<file path="src/rtl/msr_pkg.sv">
package msr_pkg;

  // Role a bit of the status byte plays.
  typedef enum logic [1:0] {
    ROLE_ZERO  = 2'd0,
    ROLE_DELTA = 2'd1,
    ROLE_LEVEL = 2'd2
  } bit_role_e;

  function automatic bit_role_e role_of(input int idx, input int delta_bit, input int level_bit);
    if (idx == delta_bit) return ROLE_DELTA;
    if (idx == level_bit) return ROLE_LEVEL;
    return ROLE_ZERO;
  endfunction

endpackage

</file>
<file path="src/rtl/msr_sync.sv">
// Multi-flop synchronizer. Resets to the inactive (high) pin level.
module msr_sync #(
  parameter int STAGES = 2
) (
  input  logic clk,
  input  logic rst_n,
  input  logic din,
  output logic dout
);
  logic [STAGES-1:0] chain;

  generate
    for (genvar s = 0; s < STAGES; s++) begin : g_stage
      if (s == 0) begin : g_first
        always_ff @(posedge clk or negedge rst_n) begin
          if (!rst_n) chain[0] <= 1'b1;
          else        chain[0] <= din;
        end
      end else begin : g_next
        always_ff @(posedge clk or negedge rst_n) begin
          if (!rst_n) chain[s] <= 1'b1;
          else        chain[s] <= chain[s-1];
        end
      end
    end
  endgenerate

  assign dout = chain[STAGES-1];
endmodule

</file>
<file path="src/rtl/msr_level_track.sv">
// Selects the effective clear-to-send level, registers it and reports
// a change once the synchronizer has been filled after reset.
module msr_level_track #(
  parameter int SYNC_STAGES = 2
) (
  input  logic clk,
  input  logic rst_n,
  input  logic loop_en,
  input  logic mcr_rts,
  input  logic pin_sync_n,
  output logic level_q,
  output logic change
);
  localparam int WARM_MAX = SYNC_STAGES + 1;
  localparam int CW       = $clog2(WARM_MAX + 1);

  logic          eff_level;
  logic [CW-1:0] warm_cnt;
  logic          warm_done;

  assign eff_level = loop_en ? mcr_rts : ~pin_sync_n;
  assign warm_done = (warm_cnt == CW'(WARM_MAX));
  assign change    = warm_done && (eff_level != level_q);

  always_ff @(posedge clk or negedge rst_n) begin
    if (!rst_n) begin
      level_q  <= 1'b0;
      warm_cnt <= '0;
    end else begin
      level_q <= eff_level;
      if (!warm_done) warm_cnt <= warm_cnt + 1'b1;
    end
  end
endmodule

</file>
<file path="src/rtl/msr_delta_ctl.sv">
// Delta flag with read-cycle handling: no set while reading, outcome
// resolved at the trailing edge of the read.
module msr_delta_ctl (
  input  logic clk,
  input  logic rst_n,
  input  logic rd_stb,
  input  logic change,
  output logic delta
);
  logic rd_q;
  logic pend;
  logic trailing;

  assign trailing = rd_q && !rd_stb;

  always_ff @(posedge clk or negedge rst_n) begin
    if (!rst_n) begin
      rd_q  <= 1'b0;
      pend  <= 1'b0;
      delta <= 1'b0;
    end else begin
      rd_q <= rd_stb;
      if (rd_stb) begin
        if (change) pend <= 1'b1;
      end else if (trailing) begin
        delta <= (pend ? ~delta : 1'b0) | change;
        pend  <= 1'b0;
      end else begin
        delta <= delta | change;
      end
    end
  end
endmodule

</file>
<file path="src/rtl/msr_cts_status.sv">
module msr_cts_status #(
  parameter int DATA_W      = 8,
  parameter int DELTA_BIT   = 0,
  parameter int LEVEL_BIT   = 4,
  parameter int SYNC_STAGES = 2
) (
  input  logic              clk,
  input  logic              rst_n,
  input  logic              rd_stb,
  input  logic              loop_en,
  input  logic              mcr_rts,
  input  logic              cts_n,
  output logic [DATA_W-1:0] rd_data
);
  import msr_pkg::*;

  logic pin_sync_n;
  logic level_q;
  logic change;
  logic delta;

  msr_sync #(.STAGES(SYNC_STAGES)) u_sync (
    .clk  (clk),
    .rst_n(rst_n),
    .din  (cts_n),
    .dout (pin_sync_n)
  );

  msr_level_track #(.SYNC_STAGES(SYNC_STAGES)) u_track (
    .clk       (clk),
    .rst_n     (rst_n),
    .loop_en   (loop_en),
    .mcr_rts   (mcr_rts),
    .pin_sync_n(pin_sync_n),
    .level_q   (level_q),
    .change    (change)
  );

  msr_delta_ctl u_delta (
    .clk   (clk),
    .rst_n (rst_n),
    .rd_stb(rd_stb),
    .change(change),
    .delta (delta)
  );

  generate
    for (genvar b = 0; b < DATA_W; b++) begin : g_bit
      if (role_of(b, DELTA_BIT, LEVEL_BIT) == ROLE_DELTA) begin : g_d
        assign rd_data[b] = delta;
      end else if (role_of(b, DELTA_BIT, LEVEL_BIT) == ROLE_LEVEL) begin : g_l
        assign rd_data[b] = level_q;
      end else begin : g_z
        assign rd_data[b] = 1'b0;
      end
    end
  endgenerate
endmodule

</file>
<file path="config.mk">
export PLATFORM = sky130hd
export DESIGN_NAME = msr_cts_status
export DESIGN_NICKNAME = d
export VERILOG_FILES = /design/src/rtl/msr_pkg.sv /design/src/rtl/msr_sync.sv /design/src/rtl/msr_level_track.sv /design/src/rtl/msr_delta_ctl.sv /design/src/rtl/msr_cts_status.sv
export SDC_FILE = /design/constraint.sdc
export NUM_CORES = 1
export LEC_CHECK = 0
export ABC_AREA = 1
export CORE_AREA = 2 2 41 43
export CTS_CLUSTER_SIZE = 28
export DETAILED_ROUTE_END_ITERATION = 8
export DIE_AREA = 0 0 43 45
export PLACE_DENSITY_LB_ADDON = 0.1
export SYNTH_ARGS = -nofsm -noshare
export SYNTH_HDL_FRONTEND = slang
export SYNTH_SLANG_ARGS = --single-unit
</file>
<file path="constraint.sdc">
create_clock -name clk -period 0.95 [get_ports clk]
set_input_delay 0.19 -clock clk [delete_from_list [all_inputs] [get_ports clk]]
set_output_delay 0.19 -clock clk [all_outputs]
set_load 0.02 [all_outputs]
</file>
==> results.py <==
metrics = {
    "detailed_routing": {
        "wl_um": 747,
        "wl_per_cell_um": 9.960,
        "vias": 300,
        "drc": 0,
        "vias_per_cell": 4.000,
        "antenna_left": 0,
        "dr.first_iter.drc_count": 1,
        "drt-pass1-iter-count": 3,
    },
    "grt": {
        "grt_max_degree": 9,
        "grt_pass1_vias": 309,
        "grtUsageTotal": 0.09822,
        "grt_pass1_wl_mm": 1.304,
        "gr-total-overflow": 0,
        "antenna_found_initial": 0,
    },
    "power": {
        "seqPwrFrac": 0.454,
        "p_leak_nw": 0.2858,
        "ir_drop_v": 0.0009225,
        "report.power.total_w": 0.0008322,
        "swShare": 0.2740,
        "p_sw_w": 0.0002280,
        "pwr-share-clk": 0.337,
        "internal-power_w": 0.0006042,
        "combinationalPowerShare": 0.209,
        "p_per_area_nw_per_um2": 1481,
    },
    "synth": {
        "synth_edf_count": 0,
        "synth.avg_cell_area_um2": 9.175,
        "async_flop_share": 1.000,
        "seq_area_frac_synth": 0.4909,
        "synth_cells": 45,
        "netlist-cell-type-count": 15,
        "synth.ff_latch_count": 8,
        "yosysWarnings": 0,
        "synth_top_area_cell": "dfrtp_1",
        "synthFlopType": "dfrtp_1",
        "synth_common_cells": "9 x nand2_1, 8 x buf_4, 7 x inv_1",
        "synth_most_common_cell": "nand2_1",
        "synth_top_area_share": 0.3636,
        "synthTopCellsByArea": "dfrtp_1 36%, buf_4 15%, dfstp_2 13%, nand2_1 8.2%, inv_1 6.4%",
        "netlist_area_um2": 412.9,
    },
    "die": {
        "die-area_um2": 1935,
        "io_pins": 14,
        "fp.dieH_um": 45,
        "start_util": 0.2806,
        "core_um2": 1471,
        "die_w_um": 43,
        "core.rowCount": 14,
    },
    "critical_path": {
        "cp_slowest_cell": "dfstp_2",
        "crit_family": "flip-flops",
        "cp_common_cell": "nand2_1",
        "slowest_delay_ps": 540,
        "worstPathCellList": "inv_2 > nand2_2 > nand3_2 > nand2_2 > nand2_1 > nand2_1 > nand2_1 > nand2_1",
        "crit_arrival_ps": 1230,
        "crit_cells": 8,
        "cp-start-kind": "flop",
        "required_ps": 1150,
        "cp_max_fo": 2,
        "reg2reg_depth": 8,
        "critPathKind": "flop to flop",
        "crit_buf_inv": 1,
        "worst_setup_path_end_kind": "flop",
    },
    "sta": {
        "fin_crit_sh": 1.088,
        "hold_viol": 0,
        "timing.hold.ws_ps": 209.6,
        "fin_setup_tns_ps": -264.3,
        "drv_slew": 0,
        "fin_skew_ps": 10.39,
        "setup_viol": 5,
        "fmax_mhz": 967.9,
        "finalWorstSetupSlack_ps": -83.15,
        "rsz0062_at_grt": "true",
        "min_period_ps": 1033,
    },
    "placed_design": {
        "placedCellCount": 69,
        "hpwlAfterDp_um": 577.8,
        "gp_congestion": 0.6359,
        "numPortBuffers": 7,
    },
    "clocking": {
        "cts_buffers": 3,
        "cts_tree": "yes",
        "clkTransAtPathRegs_ps": 60,
        "htreeDepth": 1,
        "clock_sinks": 8,
        "cts_root_buf": "clkbuf_4",
        "clk-insertion-delay-late_ps": 250,
        "clockBufferDepth": 2,
    },
    "outcome": {
        "status": "finished with violations",
        "violations": "setup timing",
    },
    "layout": {
        "utilization": 0.3818,
        "fin_cells": 75,
        "fill_cells": 156,
        "fin_nets": 67,
        "diodes": 0,
        "syn2layout_area_growth_pct": 36.06,
        "drive_gt1_frac": 0.3898,
    },
    "worst_hold_path": {
        "hp-class": "input port to asynchronous set/reset pin",
    },
    "flow_run": {
        "cap_viol_max_count": 0,
    },
}
## per-stage QoR
step	setup slack, ps	instance area [um2]
floorplan	-29.41	444.2
global placement	-255.5	504.2
detailed placement	-336.0	504.2
CTS	-86.85	545.5
global route	-158.4	561.8
finish	-83.15	561.8
## cell families after synthesis
logic type	after synthesis	share of synthesized area
adder cells (fa/ha/maj)	1	0.03030
other	1	0.009082
XOR/XNOR	1	0.02122
multiplexers	1	0.02727
flip-flops	8	0.4909
AND/OR/NAND/NOR	16	0.1788
AO/OA/AOI/OAI	2	0.03333
buffers and inverters	15	0.2091
## path summary, 6_finish.rpt
kind	from	end	slack [ps]
setup / recovery	u_sync.dout	u_delta.delta	-80
hold / removal	rst_n	u_track.level_q	210
setup reg to reg	u_sync.dout	u_delta.delta	-80
hold reg to reg	u_sync.chain[0]	u_sync.dout	350
max in group asynchronous	rst_n	u_sync.dout	430
min in group clk	cts_n	u_sync.chain[0]	350
## worst reg2reg max path, cell delays in order (launching register included)
cell     delay (ps)
dfstp_2         540
inv_2            30
nand2_2          60
nand3_2          60
nand2_2          80
nand2_1          60
nand2_1          50
nand2_1          40
nand2_1          50
## placed cells by master (no fill, tap or decap)
master           Yosys  layout
a21oi_2              1       1
buf_2                0       1
buf_4                8       5
buf_6                0       2
clkbuf_1             0       1
clkbuf_4             0       3
clkdlybuf4s50_1      0       5
conb_1               1       6
dfrtp_1              6       6
dfstp_2              2       2
ha_4                 0       1
inv_1                7       6
inv_2                0       1
mux2_4               0       1
nand2_1              9       8
nand2_2              2       3
nand3_2              1       3
nor2_1               2       2
o21ai_0              1       1
xnor2_1              1       1
## area by class of cell
| class | count | area (um2) | share of cell area |
|---|---|---|---|
| multi-input combinational | 27 | 171.4 | 0.3051 |
| clock buffer | 4 | 26.28 | 0.04677 |
| tap | 16 | 20.02 | 0.03563 |
| sequential | 8 | 202.7 | 0.3608 |
| timing repair buffer | 13 | 115.1 | 0.2049 |
| inverter | 7 | 26.28 | 0.04677 |
## flip-flops by register name, summed over array words and instances, names as in the netlist
name,cells
u_sync.dout,1
u_track.warm_cnt,2
u_sync.chain,1
u_track.level_q,1
u_delta.delta,1
u_delta.rd_q,1
u_delta.pend,1
## power groups by stage
| stage | clock, W | sequential (W) | combinational [W] |
|---|---|---|---|
| final | 0.000280 | 0.000378 | 0.000174 |
| after global placement | 0 | 0.000383 | 0.000147 |
| after global routing | 0.000319 | 0.000380 | 0.000189 |
| after detailed placement | 0 | 0.000384 | 0.000156 |
| after CTS | 0.000294 | 0.000378 | 0.000153 |
| after floorplan | 0 | 0.000383 | 0.000118 |
## per-layer routing
metal	vias to the layer above	track usage	part of all wire
met2	11	0.1758	0.54
met4	0	0.07273	0
met3	0	0.03600	0.056
met1	139	0.09227	0.40
li1	150	-	-
met5	-	0	0
## what timing repair did
action                                  in CTS  in global routing
gates resized for setup                     13                  3
gates cloned                                 0                  0
pin swaps                                    4                  3
hold buffers                                 0                  0
setup buffers                                1                  1
endpoints found under the setup margin       5                  6
Power figures use the tool's default switching activity.
